**config.mk**
```make
export PLATFORM = sky130hd
export DESIGN_NAME = window_watchdog
export DESIGN_NICKNAME = d
export VERILOG_FILES = /design/src/rtl/wdw_pkg.sv /design/src/rtl/wdw_tick_gen.sv /design/src/rtl/wdw_down_counter.sv /design/src/rtl/wdw_regfile.sv /design/src/rtl/window_watchdog.sv
export SDC_FILE = /design/constraint.sdc
export NUM_CORES = 1
export LEC_CHECK = 0
export BUFFER_PORTS_ARGS = -buffer_cell sky130_fd_sc_hd__buf_2
export CAP_MARGIN = 25
export CORE_MARGIN = 8
export CORE_UTILIZATION = 60
export CTS_CLUSTER_SIZE = 28
export DETAILED_ROUTE_END_ITERATION = 8
export PLACE_DENSITY = 0.8
export SKIP_LAST_GASP = 1
export SYNTH_ARGS = -nofsm -noshare
export SYNTH_HDL_FRONTEND = slang
export SYNTH_SLANG_ARGS = --single-unit
```
**constraint.sdc**
```tcl
create_clock -name clk -period 3.4 [get_ports clk]
set_input_delay 0.17 -clock clk [delete_from_list [all_inputs] [get_ports clk]]
set_output_delay 0.17 -clock clk [all_outputs]
set_load 0.01 [all_outputs]
```
**src/rtl/wdw_pkg.sv**
```systemverilog
package wdw_pkg;

  // Register select codes carried on reg_addr.
  typedef enum logic [1:0] {
    SEL_CTRL = 2'd0,
    SEL_CFG  = 2'd1,
    SEL_STAT = 2'd2,
    SEL_NONE = 2'd3
  } reg_sel_e;

  // Status register: bit position of the early-warning flag.
  localparam int unsigned STAT_FLAG_BIT = 0;

endpackage

```
**src/rtl/wdw_tick_gen.sv**
```systemverilog
// Divides the bus clock into a one-cycle decrement enable.
// The division is 2**(DIV_LOG2 + psc). The divider restarts at arming.
module wdw_tick_gen #(
  parameter int unsigned DIV_LOG2 = 12,
  parameter int unsigned PSC_W    = 2
) (
  input  logic             clk,
  input  logic             rst,
  input  logic             run,
  input  logic             restart,
  input  logic [PSC_W-1:0] psc,
  output logic             tick
);

  localparam int unsigned NCODES = 1 << PSC_W;
  localparam int unsigned DIV_W  = DIV_LOG2 + NCODES;

  logic [DIV_W-1:0] div_q;
  logic [DIV_W-1:0] lim_tab [NCODES];
  logic [DIV_W-1:0] lim_m1;

  // One terminal value per prescale code.
  for (genvar i = 0; i < NCODES; i++) begin : g_lim
    assign lim_tab[i] = DIV_W'((64'd1 << (DIV_LOG2 + i)) - 64'd1);
  end

  assign lim_m1 = lim_tab[psc];
  assign tick   = run && (div_q >= lim_m1);

  always_ff @(posedge clk) begin
    if (rst || restart) begin
      div_q <= '0;
    end else if (run) begin
      div_q <= tick ? '0 : div_q + DIV_W'(1);
    end
  end

endmodule

```
**src/rtl/wdw_down_counter.sv**
```systemverilog
// Holds the count and the arm bit. Decides when a reset request is due.
module wdw_down_counter #(
  parameter int unsigned CNT_W = 7
) (
  input  logic             clk,
  input  logic             rst,
  input  logic             ctrl_wr,
  input  logic [CNT_W-1:0] wr_cnt,
  input  logic             wr_arm,
  input  logic             tick,
  input  logic [CNT_W-1:0] win,
  output logic [CNT_W-1:0] cnt_q,
  output logic             arm_q,
  output logic             restart,
  output logic             expire,
  output logic             early_set
);

  localparam logic [CNT_W-1:0] THR     = CNT_W'(1 << (CNT_W - 1));
  localparam logic [CNT_W-1:0] THR_P1  = THR + CNT_W'(1);
  localparam int unsigned      MSB     = CNT_W - 1;

  logic [CNT_W-1:0] cnt_d;
  logic             arm_d;

  assign restart = ctrl_wr && wr_arm && !arm_q;

  always_comb begin
    cnt_d     = cnt_q;
    arm_d     = arm_q;
    expire    = 1'b0;
    early_set = 1'b0;
    if (ctrl_wr) begin
      // Reload outside the window is a violation.
      if (arm_q && (cnt_q > win)) expire = 1'b1;
      arm_d = arm_q | wr_arm;
      // Loading a value already past the threshold while armed.
      if (arm_d && !wr_cnt[MSB]) expire = 1'b1;
      cnt_d = wr_cnt;
    end else if (tick) begin
      if (cnt_q == THR)    expire    = 1'b1;
      if (cnt_q == THR_P1) early_set = 1'b1;
      cnt_d = cnt_q - CNT_W'(1);
    end
  end

  always_ff @(posedge clk) begin
    if (rst) begin
      cnt_q <= '1;
      arm_q <= 1'b0;
    end else begin
      cnt_q <= cnt_d;
      arm_q <= arm_d;
    end
  end

endmodule

```
**src/rtl/wdw_regfile.sv**
```systemverilog
// Config and status registers, interrupt output and registered read mux.
module wdw_regfile
  import wdw_pkg::*;
#(
  parameter int unsigned CNT_W  = 7,
  parameter int unsigned PSC_W  = 2,
  parameter int unsigned DATA_W = CNT_W + PSC_W + 1
) (
  input  logic              clk,
  input  logic              rst,
  input  logic              cfg_wr,
  input  logic              stat_wr,
  input  logic [DATA_W-1:0] wdata,
  input  reg_sel_e          sel,
  input  logic              early_set,
  input  logic [CNT_W-1:0]  cnt_q,
  input  logic              arm_q,
  output logic [CNT_W-1:0]  win_q,
  output logic [PSC_W-1:0]  psc_q,
  output logic              ewi_q,
  output logic              flag_q,
  output logic              irq_q,
  output logic [DATA_W-1:0] rdata_q
);

  localparam int unsigned PSC_LSB = CNT_W;
  localparam int unsigned EWI_BIT = CNT_W + PSC_W;

  logic              flag_d;
  logic              ewi_d;
  logic [DATA_W-1:0] rd_d;

  assign ewi_d = ewi_q | (cfg_wr && wdata[EWI_BIT]);

  always_comb begin
    flag_d = flag_q;
    if (stat_wr && !wdata[STAT_FLAG_BIT]) flag_d = 1'b0;
    if (early_set)                        flag_d = 1'b1;
  end

  always_comb begin
    unique case (sel)
      SEL_CTRL: rd_d = {{(DATA_W - CNT_W - 1){1'b0}}, arm_q, cnt_q};
      SEL_CFG:  rd_d = {ewi_q, psc_q, win_q};
      SEL_STAT: rd_d = {{(DATA_W - 1){1'b0}}, flag_q};
      default:  rd_d = '0;
    endcase
  end

  always_ff @(posedge clk) begin
    if (rst) begin
      win_q   <= '1;
      psc_q   <= '0;
      ewi_q   <= 1'b0;
      flag_q  <= 1'b0;
      irq_q   <= 1'b0;
      rdata_q <= '0;
    end else begin
      if (cfg_wr) begin
        win_q <= wdata[CNT_W-1:0];
        psc_q <= wdata[PSC_LSB +: PSC_W];
      end
      ewi_q   <= ewi_d;
      flag_q  <= flag_d;
      irq_q   <= flag_d && ewi_d;
      rdata_q <= rd_d;
    end
  end

endmodule

```
**src/rtl/window_watchdog.sv**
```systemverilog
module window_watchdog
  import wdw_pkg::*;
#(
  parameter int unsigned CNT_W    = 7,
  parameter int unsigned PSC_W    = 2,
  parameter int unsigned DIV_LOG2 = 12,
  localparam int unsigned DATA_W  = CNT_W + PSC_W + 1
) (
  input  logic              clk,
  input  logic              rst,
  input  logic              reg_wr,
  input  logic [1:0]        reg_addr,
  input  logic [DATA_W-1:0] reg_wdata,
  output logic [DATA_W-1:0] reg_rdata,
  output logic              rst_req,
  output logic              early_irq
);

  reg_sel_e         sel;
  logic             ctrl_wr, cfg_wr, stat_wr;
  logic [CNT_W-1:0] cnt_q, win_q;
  logic [PSC_W-1:0] psc_q;
  logic             arm_q, ewi_q, flag_q;
  logic             tick, restart, expire, early_set;

  assign sel     = reg_sel_e'(reg_addr);
  assign ctrl_wr = reg_wr && (sel == SEL_CTRL);
  assign cfg_wr  = reg_wr && (sel == SEL_CFG);
  assign stat_wr = reg_wr && (sel == SEL_STAT);

  wdw_tick_gen #(
    .DIV_LOG2 (DIV_LOG2),
    .PSC_W    (PSC_W)
  ) u_tick (
    .clk     (clk),
    .rst     (rst),
    .run     (arm_q),
    .restart (restart),
    .psc     (psc_q),
    .tick    (tick)
  );

  wdw_down_counter #(
    .CNT_W (CNT_W)
  ) u_cnt (
    .clk       (clk),
    .rst       (rst),
    .ctrl_wr   (ctrl_wr),
    .wr_cnt    (reg_wdata[CNT_W-1:0]),
    .wr_arm    (reg_wdata[CNT_W]),
    .tick      (tick),
    .win       (win_q),
    .cnt_q     (cnt_q),
    .arm_q     (arm_q),
    .restart   (restart),
    .expire    (expire),
    .early_set (early_set)
  );

  wdw_regfile #(
    .CNT_W  (CNT_W),
    .PSC_W  (PSC_W),
    .DATA_W (DATA_W)
  ) u_regs (
    .clk       (clk),
    .rst       (rst),
    .cfg_wr    (cfg_wr),
    .stat_wr   (stat_wr),
    .wdata     (reg_wdata),
    .sel       (sel),
    .early_set (early_set),
    .cnt_q     (cnt_q),
    .arm_q     (arm_q),
    .win_q     (win_q),
    .psc_q     (psc_q),
    .ewi_q     (ewi_q),
    .flag_q    (flag_q),
    .irq_q     (early_irq),
    .rdata_q   (reg_rdata)
  );

  always_ff @(posedge clk) begin
    if (rst) rst_req <= 1'b0;
    else     rst_req <= expire;
  end

endmodule

```
==> results of run 1 <==
-- flip-flops by register name, indices dropped and copies added, names as in the netlist --
| signal | cells |
|---|---|
| u_cnt.cnt_q | 7 |
| u_regs.win_q | 7 |
| u_tick.div_q | 16 |
| u_regs.rdata_q | 10 |
| u_cnt.arm_q | 1 |
| u_regs.irq_q | 1 |
| rst_req | 1 |
| u_regs.ewi_q | 1 |
| u_regs.psc_q | 2 |
| u_regs.flag_q | 1 |
-- metal layers --
layer  up-vias  wire length [um]  GRT usage
met5         -                 0          0
met4         0                61     0.0509
met3         7               271     0.0461
met2        54              2100      0.266
met1       828              2160      0.195
li1        939                 -          -
-- synthesized netlist by cell type, types with 3 or more instances --
cell type,count
dfxtp_1,47
nor2_1,40
nand2_1,23
a21oi_1,17
inv_1,14
ha_1,13
xor2_1,13
o21ai_0,10
mux2i_1,8
nand4_1,8
o211ai_1,8
nand3_1,7
xnor2_1,7
nor3_1,6
and2_1,5
buf_2,3
clkbuf_1,3
-- final cells by class --
class,count,area share
multi-input cells,190,0.490
flip-flops and latches,47,0.375
repair buffers,27,0.0548
clock buffers,6,0.0329
well taps,48,0.0239
inverters,15,0.0224
clock inverters,1,0.00199
-- through the flow --
step / worst slack [ns] / area (sq um) / total power, W
CTS: 1.09 / 2510 / 0.00101
detailed placement: 1.15 / 2420 / 0.000680
global route: 0.855 / 2510 / 0.00104
finish: 1.10 / 2510 / 0.00100
global placement: 1.22 / 2420 / 0.000678
floorplan: 1.49 / 2260 / 0.000649
-- cells in the final DEF (no fill, tap or decap), types with 5 or more instances in the layout --
| cell | Yosys | layout |
|---|---|---|
| nand2_1 | 23 | 23 |
| nand3_1 | 7 | 7 |
| o211ai_1 | 8 | 8 |
| nand4_1 | 8 | 8 |
| clkbuf_8 | 0 | 6 |
| nor3_1 | 6 | 6 |
| inv_1 | 14 | 14 |
| nor2_1 | 40 | 40 |
| mux2i_1 | 8 | 8 |
| buf_2 | 3 | 26 |
| xor2_1 | 13 | 13 |
| and2_1 | 5 | 5 |
| xnor2_1 | 7 | 7 |
| o21ai_0 | 10 | 10 |
| dfxtp_1 | 47 | 47 |
| ha_1 | 13 | 13 |
| a21oi_1 | 17 | 17 |
-- worst max-delay path, delay by kind of cell (launching register included) --
kind | cells | cell delay (ns)
AND/OR/NAND/NOR | 5 | 0.96
AO/OA/AOI/OAI | 1 | 0.48
flip-flops | 1 | 0.38
adder cells (fa/ha/maj) | 1 | 0.32
-- where the power goes --
group | switching (W) | internal [W] | total, W
Combinational | 0.0000547 | 0.0000371 | 0.0000917
Sequential | 0.0000112 | 0.000565 | 0.000576
Clock | 0.000175 | 0.000160 | 0.000334
-- worst max path at each step --
stage	slack, ns	from	end
after floorplan	1.49	u_regs.psc_q[1]	u_tick.div_q[11]
after global placement	1.22	u_regs.psc_q[1]	u_tick.div_q[15]
after detailed placement	1.15	u_regs.psc_q[0]	u_tick.div_q[15]
after CTS	1.09	u_regs.psc_q[0]	u_tick.div_q[12]
after global routing	0.85	u_regs.psc_q[0]	u_tick.div_q[15]
final	1.10	u_regs.psc_q[0]	u_tick.div_q[12]
-- cells by family after synthesis --
kind of cell               after synthesis
adders and majority gates               13
and+or+nand+nor                        108
DFF                                     47
AOI/OAI and AO/OA                       40
muxes                                    9
buffers and inverters                   22
xor gates and xnor gates                20
==> qor.csv, run 1 <==
metric,value,unit
Sequential Area,941,sq um
TritonRoute pass-1 iters,4,
critical path peak fanout,14,
Area Overhead vs Synth,11.1,%
core area,3630,sq um
Worst Path Required,3.54,ns
vias,1828,
Hold Path End,u_cnt.cnt_q[1],
Final Max Tran Viols,0,
TritonCTS clock tree,done,
clock sinks,47,
main combinational cell family by area after synthesis,simple AND/OR/NAND/NOR gates,
Die H,77.4,um
Post-synth ARST share,0,
XOR/XNOR Fraction of Synth Area,0.0775,
total global routing overflow,0,
Final #Nets,314,
CTS root buffer,clkbuf_8,
Post-Synth Simple-Gate Area,0.246,
share of layout cells above drive strength 1,0.157,
residual DRC count,0,
Post-Synth Adder-Cell Area,0.0719,
Critical R2R Launch,u_regs.psc_q[0],
clock tree buffer depth,2,
placed cell count,327,
crit-path cells,nand2_1 > ha_1 > nand4b_1 > nor4_4 > nor2_4 > o211ai_1 > nor2_1,
hold_buf cts,0,
Pwr per Cell Area,399,nW/um^2
port bufs,26,
maximum clock rate,435,MHz
Post-synth top flop,dfxtp_1,
maximum VDD drop,0.000226,V
global-route wire length before repair,8070,um
clock skew,0.00638,ns
R2R setup slack,1.10,ns
Post-CTS Resized,0,
Synth Instances,259,
"slowest stage cell, crit path",nor4_4,
Hold Crit Class,input port to flip-flop,
Slew headroom,0.331,
footprint of the multi-input gates,1230,sq um
Final min period,2.30,ns
vias in the first global route,1792,
RSZ-0062 raised after global routing,false,
CP Capture Type,flip-flop,
post-synthesis mux area share,0.0404,
Hold Slack,0.109,ns
share of the synthesized area in the top cell type,0.416,
"Avg Cell Area, Syn",8.73,sq um
count of different cell masters after synthesis,38,
dominant cells by area after synthesis,"dfxtp_1 42%, ha_1 7.2%, nor2_1 6.6%",
dpl hpwl,3350,um
Die ar.,5990,sq um
reg-to-reg endpoint,u_tick.div_q[12],
Initial DRC Count,125,
Lkg Pwr,1.05,nW
Mapped Area,2260,sq um
DR WL/cell,13.7,um
CP Class,flip-flop to flip-flop,
# Max-Cap Violations,0,
register area share after synthesis,0.416,
TritonCTS Buffers,5,
number of synthesized flops with an enable pin,0,
gpl congestion,0.942,
WHS Path Cells,3,
H-tree depth,2,
#FFs+latches synth,47,
initial antenna violation count,0,
min-delay src,reg_wdata[1],
critical path's largest stage delay,0.51,ns
routed wire length,4590,um
startpoint types,flip-flop,
Final ANT Viol Nets,0,
pin count of the biggest net entering global routing,17,
Top-Level Pins,27,
Clock Pin Slew Worst Setup and Hold Paths,0.08,ns
Final Non-Filler Cells,334,
Final Hold Violating Endpoints,0,
antenna cells,0,
FILL cells,308,
Final period util,0.676,
Setup Viol. Count Final,0,
vias per inst,5.47,
clk_lat worst skew,0.30,ns
Yosys warnings,0,
crit path DAT,2.44,ns
row cnt,22,
post-CTS setup buffer count,0,
r2r worst-path depth,7,
syn_nets,287,
Final TNS setup,0,ns
Total GRT Usage,0.160,
Die Span X,77.4,um
Synth area leader,dfxtp_1,
compound-cell area share of the yosys netlist,0.108,
Starting Density,0.622,
worst slew pin tran,0.998,ns
final core occ,0.691,
status,finished clean,
Note: power is estimated with default switching activity, not from simulation.
==> inputs of run 2 (changes only) <==
- ABC_AREA: unset -> 1
- CORE_UTILIZATION: 60 -> 58
- PLACE_DENSITY: 0.8 -> 0.77
- clock period: 3.4 -> 2.2 ns (I/O delays scaled with it)
==> run 2 against run 1 <==
Synthesized cell count rose by 36%. First-iteration DRC count rose by 13%. Non-clock buffer count did not move. Largest cell class unchanged. Setup slack got worse by 0.61 ns. Utilization fell by 4.4 points. Highest routed layer unchanged. Global-route usage rose by 1.9 points. Combinational power rose by 100%. Final area rose by 9.2%. Power rose by 70%.
==> qor.csv, run 2 <==
metric,value,unit,change
post-CTS setup buffer count,0,,unchanged
worst slew pin tran,0.323,ns,was 0.998 ns
Post-synth top flop,dfxtp_1,,unchanged
most frequent cells in the layout,"98 x nand2_1, 47 x dfxtp_1, 38 x nor2_1, 38 x inv_1, 26 x buf_2",,"was 47 x dfxtp_1, 40 x nor2_1, 26 x buf_2, 23 x nand2_1, 17 x a21oi_1"
crit path DAT,1.95,ns,was 2.44 ns
Worst Path Required,2.45,ns,was 3.54 ns
Hold Path End,u_regs.win_q[3],,was u_cnt.cnt_q[1]
critical path peak fanout,10,,was 14
Final min period,1.71,ns,was 2.30 ns
# Max-Cap Violations,0,,unchanged
clock tree buffer depth,2,,unchanged
core area,4230,sq um,was 3630 sq um
"Avg Cell Area, Syn",7.11,sq um,was 8.73 sq um
TritonCTS Buffers,5,,unchanged
CP Class,flip-flop to flip-flop,,unchanged
Total GRT Usage,0.179,,was 0.160
TritonCTS clock tree,done,,unchanged
Final #Nets,406,,was 314
Die ar.,6660,sq um,was 5990 sq um
dominant cells by area after synthesis,"dfxtp_1 38%, nand2_1 15%, ha_1 6.5%",,"was dfxtp_1 42%, ha_1 7.2%, nor2_1 6.6%"
max FFs per register,16,,unchanged
maximum clock rate,586,MHz,was 435 MHz
share of the synthesized area in the top cell type,0.377,,was 0.416
residual DRC count,0,,unchanged
vias in the first global route,2076,,was 1792
synth cell count leaders,"98 x nand2_1, 47 x dfxtp_1, 38 x inv_1, 38 x nor2_1, 20 x nand3_1",,"was 47 x dfxtp_1, 40 x nor2_1, 23 x nand2_1"
biggest regs,"u_tick.div_q (16), u_regs.rdata_q (10)",,unchanged
vias per inst,5.23,,was 5.47
hold_buf cts,0,,unchanged
Critical R2R Launch,u_regs.psc_q[1],,was u_regs.psc_q[0]
Area Overhead vs Synth,9.93,%,was 11.1%
share of layout cells above drive strength 1,0.148,,was 0.157
Post-CTS Resized,0,,unchanged
Final ANT Viol Nets,0,,unchanged
#FFs+latches synth,47,,unchanged
Synth Instances,351,,was 259
total global routing overflow,0,,unchanged
number of synthesized flops with an enable pin,0,,unchanged
Top-Level Pins,27,,unchanged
clock skew,0.00754,ns,was 0.00638 ns
pin count of the biggest net entering global routing,21,,was 17
Yosys warnings,0,,unchanged
count of different cell masters after synthesis,30,,was 38
dpl hpwl,4020,um,was 3350 um
Slew headroom,0.784,,was 0.331
r2r worst-path depth,11,,was 7
Post-synth ARST share,0,,unchanged
initial antenna violation count,0,,unchanged
Initial DRC Count,141,,was 125
DR WL/cell,12.5,um,was 13.7 um
clk_lat worst skew,0.31,ns,was 0.30 ns
Die H,81.6,um,was 77.4 um
startpoint types,flip-flop,,unchanged
register area share after synthesis,0.377,,was 0.416
most common cell in the netlist,nand2_1,,was dfxtp_1
Final Max Tran Viols,0,,unchanged
global-route wire length before repair,9320,um,was 8070 um
port bufs,26,,unchanged
R2R setup slack,0.49,ns,was 1.10 ns
Pwr per Cell Area,620,nW/um^2,was 399 nW/um^2
vias,2248,,was 1828
Die Span X,81.6,um,was 77.4 um
Hold Crit Class,input port to flip-flop,,unchanged
Largest Register,u_tick.div_q,,unchanged
row cnt,24,,was 22
Final TNS setup,0,ns,unchanged
routed wire length,5380,um,was 4590 um
maximum VDD drop,0.000307,V,was 0.000226 V
Starting Density,0.589,,was 0.622
antenna cells,0,,unchanged
Lkg Pwr,1.36,nW,was 1.05 nW
syn_nets,379,,was 287
TritonRoute pass-1 iters,4,,unchanged
gpl congestion,0.916,,was 0.942
Mapped Area,2490,sq um,was 2260 sq um
CTS root buffer,clkbuf_8,,unchanged
RSZ-0062 raised after global routing,false,,unchanged
status,finished clean,,unchanged
Synth area leader,dfxtp_1,,unchanged
Final period util,0.776,,was 0.676
Clock Pin Slew Worst Setup and Hold Paths,0.08,ns,about the same
"commonest non-fill, non-tap cell in the layout",nand2_1,,was dfxtp_1
clock sinks,47,,unchanged
WHS Path Cells,3,,unchanged
Final Hold Violating Endpoints,0,,unchanged
min-delay src,reg_wdata[3],,was reg_wdata[1]
Setup Viol. Count Final,0,,unchanged
reg-to-reg endpoint,u_tick.div_q[3],,was u_tick.div_q[12]
Pwr Total,0.00170,W,was 0.00100 W
H-tree depth,2,,unchanged
CP Capture Type,flip-flop,,unchanged
[run 2: changes by cell type in the layout (fill, tap and decap cells not counted), sizes merged, moves of 4 or more]
cell,previous run,this run
xnor2,7,0
inv,14,45
and2,5,0
nand3,7,22
mux2i,8,0
nor2,41,45
o21ai,10,15
nand2,23,103
xor2,13,5
[run 2: kinds of logic after synthesis]
family | count (synthesis) | synth area share
compound gates | 46 | 0.103
flops | 47 | 0.377
simple gates | 188 | 0.346
xor+xnor | 5 | 0.0176
fa+ha+maj | 13 | 0.0652
buf+inv | 52 | 0.0918
[run 2: how the worst max path moves through the flow]
stage | slack, ns | to | cells past startpoint | startpoint
final | 0.49 | u_tick.div_q[3] | 11 | u_regs.psc_q[1]
after global routing | 0.32 | u_tick.div_q[3] | 11 | u_regs.psc_q[1]
after CTS | 0.46 | u_tick.div_q[3] | 11 | u_regs.psc_q[1]
after detailed placement | 0.50 | u_tick.div_q[3] | 11 | u_regs.psc_q[1]
after global placement | 0.58 | u_tick.div_q[14] | 11 | u_regs.psc_q[1]
after floorplan | 0.70 | u_tick.div_q[14] | 11 | u_regs.psc_q[1]
[run 2: critical path: stages, from the launching register on]
cell and delay [ns]:
dfxtp_1 0.36, inv_1 0.08, ha_1 0.30, nand2_1 0.06, nand2_1 0.04, nand2_1 0.05
nand2_1 0.05, nand2_1 0.23, nand2_4 0.15, nor2_4 0.15, inv_4 0.07, nor2_1 0.09
[run 2: routing by layer]
metal / vias up / track usage / routed length [um]
li1: 1186 / - / -
met5: - / 0 / 0
met4: 0 / 0.0842 / 102
met3: 8 / 0.0317 / 284
met1: 1011 / 0.222 / 2510
met2: 43 / 0.297 / 2480
[run 2: final cells by class]
| type | instances | area [sq um] |
|---|---|---|
| clock buffer | 6 | 72.6 |
| clock inverter | 1 | 30.0 |
| fill | 389 | 1490 |
| inverter | 45 | 171 |
| multi-input combinational | 252 | 1330 |
| sequential | 47 | 941 |
| tap | 52 | 65.1 |
| timing repair buffer | 27 | 138 |
[run 2: report_power, final]
group	switching, W	total (W)	internal [W]
Combinational	0.000116	0.000184	0.0000685
Sequential	0.0000211	0.000898	0.000877
Clock	0.000284	0.000618	0.000333
[run 2: per-stage QoR]
step | area, sq um | utilization | cells | hold WS, ns | setup WS [ns]
after CTS | 2740 | 0.648 | 430 | 0.0352 | 0.463
after detailed placement | 2640 | 0.624 | 423 | 0.357 | 0.496
after global routing | 2740 | 0.648 | 430 | 0.0484 | 0.317
after floorplan | 2490 | - | 351 | 0.187 | 0.704
final | 2740 | 0.648 | 430 | 0.0389 | 0.492
after global placement | 2640 | 0.624 | 423 | 0.357 | 0.576
==> inputs of run 3 (changes only) <==
- clock period: 2.2 -> 1.7 ns (I/O delays scaled with it)
==> run 3 against run 2 <==
Count of clock-buffer cells in the layout decreased by 1. Setup slack worse by 0.47 ns. Final area rose by 8.0%. Clock skew is essentially flat. Clock power is 10% higher. Power up 25%. Global-route usage increased by 0.19 points. Sequential share of layout area down 2.3 points. Sequential cell count unchanged. Die area did not move.
==> qor.csv, run 3 (synthesis results as in run 2) <==
metric,value,unit,change
crit path DAT,1.90,ns,was 1.95 ns
pin count of the biggest net entering global routing,20,,was 21
critical path peak fanout,4,,was 10
Total GRT Usage,0.181,,was 0.179
Largest Register,u_tick.div_q,,unchanged
Top-Level Pins,27,,unchanged
clock network power share,0.322,,was 0.363
Switching Share,0.280,,was 0.248
biggest regs,"u_tick.div_q (16), u_regs.rdata_q (10)",,unchanged
share of layout cells above drive strength 1,0.222,,was 0.148
startpoint types,flip-flop,,unchanged
Worst Path Required,1.92,ns,was 2.45 ns
total global routing overflow,0,,unchanged
Final min period,1.68,ns,was 1.71 ns
Int Power,0.00153,W,was 0.00128 W
Final period util,0.988,,was 0.776
fin worst setup slack,0.0199,ns,was 0.492 ns
TritonCTS Buffers,5,,unchanged
clk_lat worst skew,0.31,ns,about the same
Final #Nets,423,,was 406
hold_buf cts,0,,unchanged
Die ar.,6660,sq um,unchanged
vias,2409,,was 2248
TritonRoute pass-1 iters,6,,was 4
Starting Density,0.589,,unchanged
vias per inst,5.38,,was 5.23
port bufs,26,,unchanged
"commonest non-fill, non-tap cell in the layout",nand2_1,,unchanged
Initial DRC Count,165,,was 141
DR WL/cell,13.6,um,was 12.5 um
clock tree buffer depth,2,,unchanged
Area Overhead vs Synth,18.8,%,was 9.93%
Post-DP Area,2690,sq um,was 2640 sq um
maximum clock rate,595,MHz,was 586 MHz
Pwr Total,0.00212,W,was 0.00170 W
TritonCTS clock tree,done,,unchanged
sequential power share,0.548,,was 0.528
global-route wire length before repair,9650,um,was 9320 um
Final Hold Violating Endpoints,0,,unchanged
dpl hpwl,4310,um,was 4020 um
Comb power frac,0.130,,was 0.108
Pwr per Cell Area,715,nW/um^2,was 620 nW/um^2
maximum VDD drop,0.000430,V,was 0.000307 V
vias in the first global route,2199,,was 2076
R2R setup slack,0.02,ns,was 0.49 ns
design area,2960,sq um,was 2740 sq um
antenna cells,0,,unchanged
Die H,81.6,um,unchanged
H-tree depth,2,,unchanged
Clock Pin Slew Worst Setup and Hold Paths,0.09,ns,was 0.08 ns
Hold Crit Class,input port to flip-flop,,unchanged
worst slew pin tran,0.331,ns,was 0.323 ns
Setup Viol. Count Final,0,,unchanged
Slew headroom,0.779,,was 0.784
Final ANT Viol Nets,0,,unchanged
routed wire length,6090,um,was 5380 um
pre-CTS setup slack,0.0126,ns,was 0.496 ns
Final Max Tran Viols,0,,unchanged
residual DRC count,0,,unchanged
gpl congestion,0.896,,was 0.916
sw power,0.000593,W,was 0.000421 W
FILL cells,359,,was 389
# Max-Cap Violations,0,,unchanged
CP Capture Type,flip-flop,,unchanged
Lkg Pwr,1.48,nW,was 1.36 nW
status,finished clean,,unchanged
most frequent cells in the layout,"94 x nand2_1, 44 x dfxtp_1, 37 x inv_1, 36 x nor2_1, 26 x buf_2",,"was 98 x nand2_1, 47 x dfxtp_1, 38 x nor2_1, 38 x inv_1, 26 x buf_2"
CTS root buffer,clkbuf_8,,unchanged
core area,4230,sq um,unchanged
Die Span X,81.6,um,unchanged
CP Class,flip-flop to flip-flop,,unchanged
max FFs per register,16,,unchanged
initial antenna violation count,0,,unchanged
clock sinks,47,,unchanged
row cnt,24,,unchanged
clock skew,0.00750,ns,was 0.00754 ns
## run 3: cell count changes in the layout (fill, tap and decap cells not counted), moves of 2 or more
cell	change
buf_4	+14
nand2_1	-4
dfxtp_1	-3
ha_1	-3
buf_12	+2
clkinvlp_4	+2
dfxtp_4	+2
ha_4	+2
nand2_2	+2
nor2_1	-2
## run 3: layout make-up
cell class,instances,area [sq um],share of cell area
Multi-Input combinational cell,252,1390,0.470
Sequential cell,47,950,0.321
Timing Repair Buffer,43,283,0.0954
Inverter,45,174,0.0587
Clock buffer,5,68.8,0.0232
Tap cell,52,65.1,0.0220
Clock inverter,3,20.0,0.00676
Timing Repair inverter,1,11.3,0.00380
## run 3: through the flow
step	std cells	util	hold WS (ns)	setup TNS, ns
CTS	437	0.655	0.0106	0
detailed placement	429	0.634	0.334	0
floorplan	351	-	0.162	0
global route	448	0.700	0.0214	-0.101
finish	448	0.700	0.0137	0
global placement	429	0.634	0.336	0
## run 3: worst max-delay path, stage by stage, from the launching register on
cell and delay [ns]:
dfxtp_4 0.39, nand2_4 0.06, ha_4 0.23, buf_4 0.12
nand2_1 0.06, nand2_1 0.09, nand2_4 0.12, nand2_8 0.07
buf_12 0.13, buf_4 0.12, nor3_1 0.20
## run 3: power groups by stage
stage | combinational [W] | clock, W | sequential [W]
floorplan | 0.000167 | 0 | 0.00119
global placement | 0.000242 | 0 | 0.00119
detailed placement | 0.000249 | 0 | 0.00119
CTS | 0.000253 | 0.000691 | 0.00116
global route | 0.000308 | 0.000740 | 0.00117
finish | 0.000275 | 0.000682 | 0.00116
## run 3: path summary, 6_finish.rpt
kind                    from                 to  cells after the start
max reg2reg  u_regs.psc_q[0]    u_tick.div_q[9]                     10
min reg2reg     u_regs.ewi_q  u_regs.rdata_q[9]                      2
max          u_regs.psc_q[0]    u_tick.div_q[9]                     10
min             reg_wdata[3]    u_regs.win_q[3]                      3
## run 3: repair_timing
action / 4_1_cts / 5_1_grt
buffers inserted: 0 / 10
endpoints found under the hold margin: 0 / 0
endpoints found under the setup margin: 0 / 26
resized for setup: 0 / 26
## run 3: layer usage
metal / up-vias / GRT usage / part of all wire
li1: 1216 / - / -
met1: 1099 / 0.221 / 0.41
met2: 85 / 0.310 / 0.49
met3: 9 / 0.0295 / 0.084
met4: 0 / 0.0719 / 0.014
met5: - / 0 / 0
